File: config.mk
export PLATFORM = sky130hd
export DESIGN_NAME = sector_guard
export DESIGN_NICKNAME = d
export VERILOG_FILES = /design/src/rtl/sector_guard_pkg.sv /design/src/rtl/sg_sector_decode.sv /design/src/rtl/sg_lock_bits.sv /design/src/rtl/sg_status.sv /design/src/rtl/sector_guard.sv
export SDC_FILE = /design/constraint.sdc
export NUM_CORES = 1
export LEC_CHECK = 0
export ABC_AREA = 0
export BUFFER_PORTS_ARGS = -buffer_cell sky130_fd_sc_hd__buf_2
export CAP_MARGIN = 20
export CORE_ASPECT_RATIO = 0.8
export CORE_UTILIZATION = 54
export DETAILED_ROUTE_END_ITERATION = 6
export GPL_ROUTABILITY_DRIVEN = 1
export PLACE_DENSITY = 0.88
export SLEW_MARGIN = 20
export SYNTH_ARGS = -nofsm -noshare
export SYNTH_HDL_FRONTEND = slang
export SYNTH_SLANG_ARGS = --single-unit
File: constraint.sdc
create_clock -name clk -period 3.1 [get_ports clk]
set_input_delay 0.155 -clock clk [delete_from_list [all_inputs] [get_ports clk]]
set_output_delay 0.155 -clock clk [all_outputs]
set_load 0.005 [all_outputs]
File: src/rtl/sector_guard_pkg.sv
// Package: shared constants for the sector lock map.
// Assumes: verify word is 16 bits wide and carries the protection state in bit 0.
package sector_guard_pkg;
    localparam int VFY_W = 16;
    typedef logic [VFY_W-1:0] vfy_word_t;
    localparam vfy_word_t VFY_LOCKED = 16'h0001;
    localparam vfy_word_t VFY_OPEN   = 16'h0000;
endpackage

File: src/rtl/sg_sector_decode.sv
// Module: address to sector/bank decode for a map with small sectors at both ends.
// Assumes: SMALL_CNT small sectors exactly fill one large sector slot at each end.
module sg_sector_decode #(
    parameter int ADDR_W = 22,
    parameter int BIG_W  = 15,
    parameter int SMALL_W = 13,
    parameter int BANK_W = 2,
    parameter int SECT_W = 8
) (
    input  logic [ADDR_W-1:0] addr,
    output logic [SECT_W-1:0] sector,
    output logic [BANK_W-1:0] bank
);
    localparam int HI_W      = ADDR_W - BIG_W;
    localparam int SUB_W     = BIG_W - SMALL_W;
    localparam int SMALL_CNT = 1 << SUB_W;
    localparam int BIG_CNT   = (1 << HI_W) - 2;

    logic [HI_W-1:0]  hi;
    logic [SUB_W-1:0] sub;

    // Split the address into large-slot index and small-sector index.
    always_comb begin
        hi  = addr[ADDR_W-1:BIG_W];
        sub = addr[BIG_W-1:SMALL_W];
    end

    // Choose between bottom small, middle large and top small regions.
    always_comb begin
        if (hi == '0)
            sector = SECT_W'(sub);
        else if (hi == '1)
            sector = SECT_W'(SMALL_CNT + BIG_CNT) + SECT_W'(sub);
        else
            sector = SECT_W'(hi) + SECT_W'(SMALL_CNT - 1);
    end

    // Bank is the top address field.
    always_comb bank = addr[ADDR_W-1 -: BANK_W];
endmodule

File: src/rtl/sg_lock_bits.sv
// Module: one volatile lock flop per sector, set on reset.
// Assumes: wr_sector is always below SECT_CNT.
module sg_lock_bits #(
    parameter int SECT_CNT = 134,
    parameter int SECT_W = 8
) (
    input  logic                clk,
    input  logic                rst_n,
    input  logic                wr_en,
    input  logic [SECT_W-1:0]   wr_sector,
    input  logic                wr_unlock,
    output logic [SECT_CNT-1:0] lock_q
);
    for (genvar i = 0; i < SECT_CNT; i++) begin : g_bit
        // Hold lock bit i; reset locks, a matching write loads the new state.
        always_ff @(posedge clk) begin
            if (!rst_n)
                lock_q[i] <= 1'b1;
            else if (wr_en && wr_sector == SECT_W'(i))
                lock_q[i] <= ~wr_unlock;
        end
    end
endmodule

File: src/rtl/sg_status.sv
// Module: protection flag, request rejection and verify word for a query.
// Assumes: sector is a valid index; the verify offset sits in address bits 7:0.
module sg_status
    import sector_guard_pkg::*;
#(
    parameter int SECT_CNT = 134,
    parameter int SECT_W = 8,
    parameter logic [7:0] VFY_OFS = 8'h02
) (
    input  logic [SECT_CNT-1:0] lock_q,
    input  logic [SECT_W-1:0]   sector,
    input  logic                wp_n,
    input  logic [7:0]          low_byte,
    input  logic                req_valid,
    output logic                prot,
    output logic                req_reject,
    output vfy_word_t           vfy_word
);
    // The pin overrides the stored bit when low.
    always_comb prot = ~wp_n | lock_q[sector];

    // Refuse program or erase to a protected sector.
    always_comb req_reject = req_valid & prot;

    // Verify read value only at the verify offset.
    always_comb begin
        if (low_byte == VFY_OFS && prot)
            vfy_word = VFY_LOCKED;
        else
            vfy_word = VFY_OPEN;
    end
endmodule

File: src/rtl/sector_guard.sv
// Module: sector lock map top; decodes command and query addresses, keeps lock bits.
// Assumes: lk_pulse is a single-cycle strobe from an external command decoder.
module sector_guard
    import sector_guard_pkg::*;
#(
    parameter int ADDR_W = 22,
    parameter int BIG_W = 15,
    parameter int SMALL_W = 13,
    parameter int BANK_W = 2,
    parameter int UNLOCK_BIT = 6,
    parameter logic [7:0] VFY_OFS = 8'h02
) (
    input  logic              clk,
    input  logic              rst_n,
    input  logic              lk_pulse,
    input  logic [ADDR_W-1:0] lk_addr,
    input  logic              wp_n,
    input  logic [ADDR_W-1:0] qry_addr,
    input  logic              req_valid,
    output logic [7:0]        qry_sector,
    output logic [BANK_W-1:0] qry_bank,
    output logic              qry_prot,
    output logic              req_reject,
    output logic [15:0]       vfy_word
);
    localparam int SMALL_CNT = 1 << (BIG_W - SMALL_W);
    localparam int SECT_CNT  = 2 * SMALL_CNT + (1 << (ADDR_W - BIG_W)) - 2;
    localparam int SECT_W    = $clog2(SECT_CNT);

    logic [SECT_W-1:0]   lk_sector;
    logic [BANK_W-1:0]   lk_bank;
    logic [SECT_W-1:0]   q_sector;
    logic [SECT_CNT-1:0] lock_q;
    vfy_word_t           vfy_int;

    sg_sector_decode #(.ADDR_W(ADDR_W), .BIG_W(BIG_W), .SMALL_W(SMALL_W),
                       .BANK_W(BANK_W), .SECT_W(SECT_W)) u_lk_dec (
        .addr(lk_addr), .sector(lk_sector), .bank(lk_bank));

    sg_sector_decode #(.ADDR_W(ADDR_W), .BIG_W(BIG_W), .SMALL_W(SMALL_W),
                       .BANK_W(BANK_W), .SECT_W(SECT_W)) u_q_dec (
        .addr(qry_addr), .sector(q_sector), .bank(qry_bank));

    sg_lock_bits #(.SECT_CNT(SECT_CNT), .SECT_W(SECT_W)) u_bits (
        .clk(clk), .rst_n(rst_n), .wr_en(lk_pulse), .wr_sector(lk_sector),
        .wr_unlock(lk_addr[UNLOCK_BIT]), .lock_q(lock_q));

    sg_status #(.SECT_CNT(SECT_CNT), .SECT_W(SECT_W), .VFY_OFS(VFY_OFS)) u_stat (
        .lock_q(lock_q), .sector(q_sector), .wp_n(wp_n), .low_byte(qry_addr[7:0]),
        .req_valid(req_valid), .prot(qry_prot), .req_reject(req_reject),
        .vfy_word(vfy_int));

    // Widen the sector number and pass the verify word out.
    always_comb begin
        qry_sector = 8'(q_sector);
        vfy_word   = vfy_int;
    end
endmodule

==> results.cfg <==
[run_status]
status = finished with violations
violations = design-rule violations, negative setup slack

[clocking]
clock_path_buffers = 2
h-tree-depth = 4
clock_latency_ns = 0.42
hold_buffers = 0
root_buffer = clkbuf_16
tritoncts = yes
clk_pin_slew_worst_paths_ns = 0.06
cts_inserted_buffers = 17
cts_sinks = 134

[floorplanning]
rows = 37
start_util_pct = 55.8
die_area_mm2 = 0.0138
die_h_um = 105
die_width_um = 131
coreArea_mm2 = 0.0129
io_pins = 77

[logic_synthesis]
synthFlopType = dfxtp_1
seq_area_frac_synth_pct = 37.2
synthCells = 836
synth_edf_count = 0
synth_area_per_cell_um2 = 8.62
synth_cell_types = 77
yosysWarnings = 0
ys_ff_latch = 134
async_reset_ff_share_pct = 0
syn_area_mm2 = 0.00720

[finish]
top_register = u_bits.lock_q
final_cell_mix = o21ai_0 (136), dfxtp_1 (134), o311ai_0 (114)
largestRegisters = u_bits.lock_q x134
layout_commonest_cell = o21ai_0
final-seq-area_mm2 = 0.00268
fillCellCount = 980
largest_reg_flops = 134
synthToLayoutAreaGrowth_pct = 18.7
diodes = 0
multi_input_area_mm2 = 0.00404
drive_gt1_share_pct = 21.8
fin_nets = 940

[sta]
slew_violations = 0
setup_viol = 3
post-route-period-util_pct = 108
tightest_slew_ns = 1.01
min_period_ns = 3.36
fin_hold_ws_ns = 0.259
setup_slack_ns = -0.260
timing.final.hold_violations = 0
skew_ns = 0
slew_headroom_pct = 31.8
fmax_mhz = 298
rsz0062_at_grt = true

[hold_path]
hold_depth = 2
min_from = rst_n
worstHoldPathType = in2reg
min_to = u_bits.lock_q[88]

[route]
vias = 7498
ant_nets = 0
drc_errors = 1
wl_per_cell_um = 21.8
dr.pass1.iters = 7
wl_mm = 23.5
viasPerCell = 6.97
drtIter0Drc = 1188

[setup_path]
worstSetupEndpointType = primary output
path_cells = buf_6 > inv_4 > ha_4 > or4b_4 > o22ai_4 > mux2i_4 > inv_6 > mux4_2 > a22oi_2 > a41o_1 > a311oi_2 > nor4b_2 > buf_4 > nor3_1 > buf_2
critical_path.startpoint = qry_addr[15]
crit_family = multiplexers
critPathMaxStageDelay_ns = 0.50
path_buf_inv = 5
r2r_slack_ns = 2.19
ff2ff_path_depth = 2
r2r_start = u_bits.lock_q[121]
critPathKind = in2out
cp_slowest_cell = mux4_2
critPathMaxFanout = 6
cp.required_ns = 2.94
startpoint_type = input port
r2r-end = u_bits.lock_q[121]
crit_arrival_ns = 3.21

[pwr]
p_leak_nw = 3.23
vdd_drop_max_mv = 0.486
power_density_mw_per_mm2 = 541

[global_routing]
antenna_found_initial = 0
grt_pass1_vias = 6958
overflow = 0
grt_start_max_net_pins = 135
grt_pass1_wl_mm = 37.2
track_usage_pct = 34.4

[placed_design]
pre_cts_ws_ns = -0.249
port-buffer-count = 44
place_hpwl_mm = 14.7
place_congestion = 0.998

[flow_run]
max_cap_viol_count = 0
[how the worst max path moves through the flow]
stage                       end  depth (start not counted)  slack (ns)
floorplan           vfy_word[0]                         13        0.02
global placement    vfy_word[0]                         14       -0.18
detailed placement   req_reject                         16       -0.25
CTS                 vfy_word[0]                         15       -0.19
global route        vfy_word[0]                         17       -0.33
finish              vfy_word[0]                         15       -0.26
[per-layer routing]
metal / wire length, um / global-route usage (%) / up-vias
li1: - / - / 3361
met1: 9290 / 45.2 / 3472
met2: 10400 / 52.1 / 587
met3: 3130 / 11.1 / 78
met4: 633 / 13.6 / 0
met5: 0 / 0 / -
[power breakdown]
group          leakage (nW)  internal [mW]  total (mW)  switching [mW]
clock network         0.310           1.35        2.14           0.790
registers              1.09           1.73        1.74         0.00569
logic                  1.83          0.265       0.742           0.477
total                  3.23           3.35        4.62            1.27
[synthesized netlist by cell type, types with 13 or more instances]
library cell / count / area, um^2
a211oi_1: 17 / 128
inv_1: 13 / 48.8
o311ai_0: 114 / 998
nand2_1: 80 / 300
buf_4: 17 / 128
nand3_1: 18 / 90.1
buf_1: 15 / 56.3
clkbuf_1: 63 / 236
dfxtp_1: 134 / 2680
o21ai_0: 138 / 691
nor2_1: 17 / 63.8
and3_1: 19 / 119
[area by class of cell]
class	instances	share of cell area [%]
Tap cell	175	2.56
Timing Repair inverter	1	0.0439
Timing Repair Buffer	127	10.6
Multi-Input combinational cell	589	47.3
Inverter	17	0.864
Clock buffer	21	5.62
Sequential cell	134	31.4
Clock inverter	11	1.68
[cells by family after synthesis]
kind of cell,count (synthesis),synth area share (%)
other,1,0.0521
buffers and inverters,127,8.37
and+or+nand+nor,180,12.3
adders and majority gates,4,0.695
DFF,134,37.2
muxes,25,5.35
xor gates and xnor gates,11,1.34
AOI/OAI and AO/OA,354,34.6
[metrics by stage]
step / cells / TNS (ns) / total power, mW / utilization [%] / area (um^2)
3_5_place_dp: 1036 / -0.973 / 2.45 / 60.3 / 7790
3_3_place_gp: 1036 / -0.520 / 2.44 / 60.3 / 7790
2_1_floorplan: 850 / 0 / 2.20 / - / 7260
4_1_cts: 1075 / -0.537 / 4.59 / 66.0 / 8520
5_1_grt: 1075 / -0.948 / 4.74 / 66.2 / 8550
6_report: 1075 / -0.752 / 4.62 / 66.2 / 8550
[timing repair]
action                                  CTS  global route
setup buffers                             6             0
gates cloned                              1             0
endpoints found under the setup margin    3             3
pin swaps                                 3             1
resized for setup                        17             6
Power figures use the tool's default switching activity.
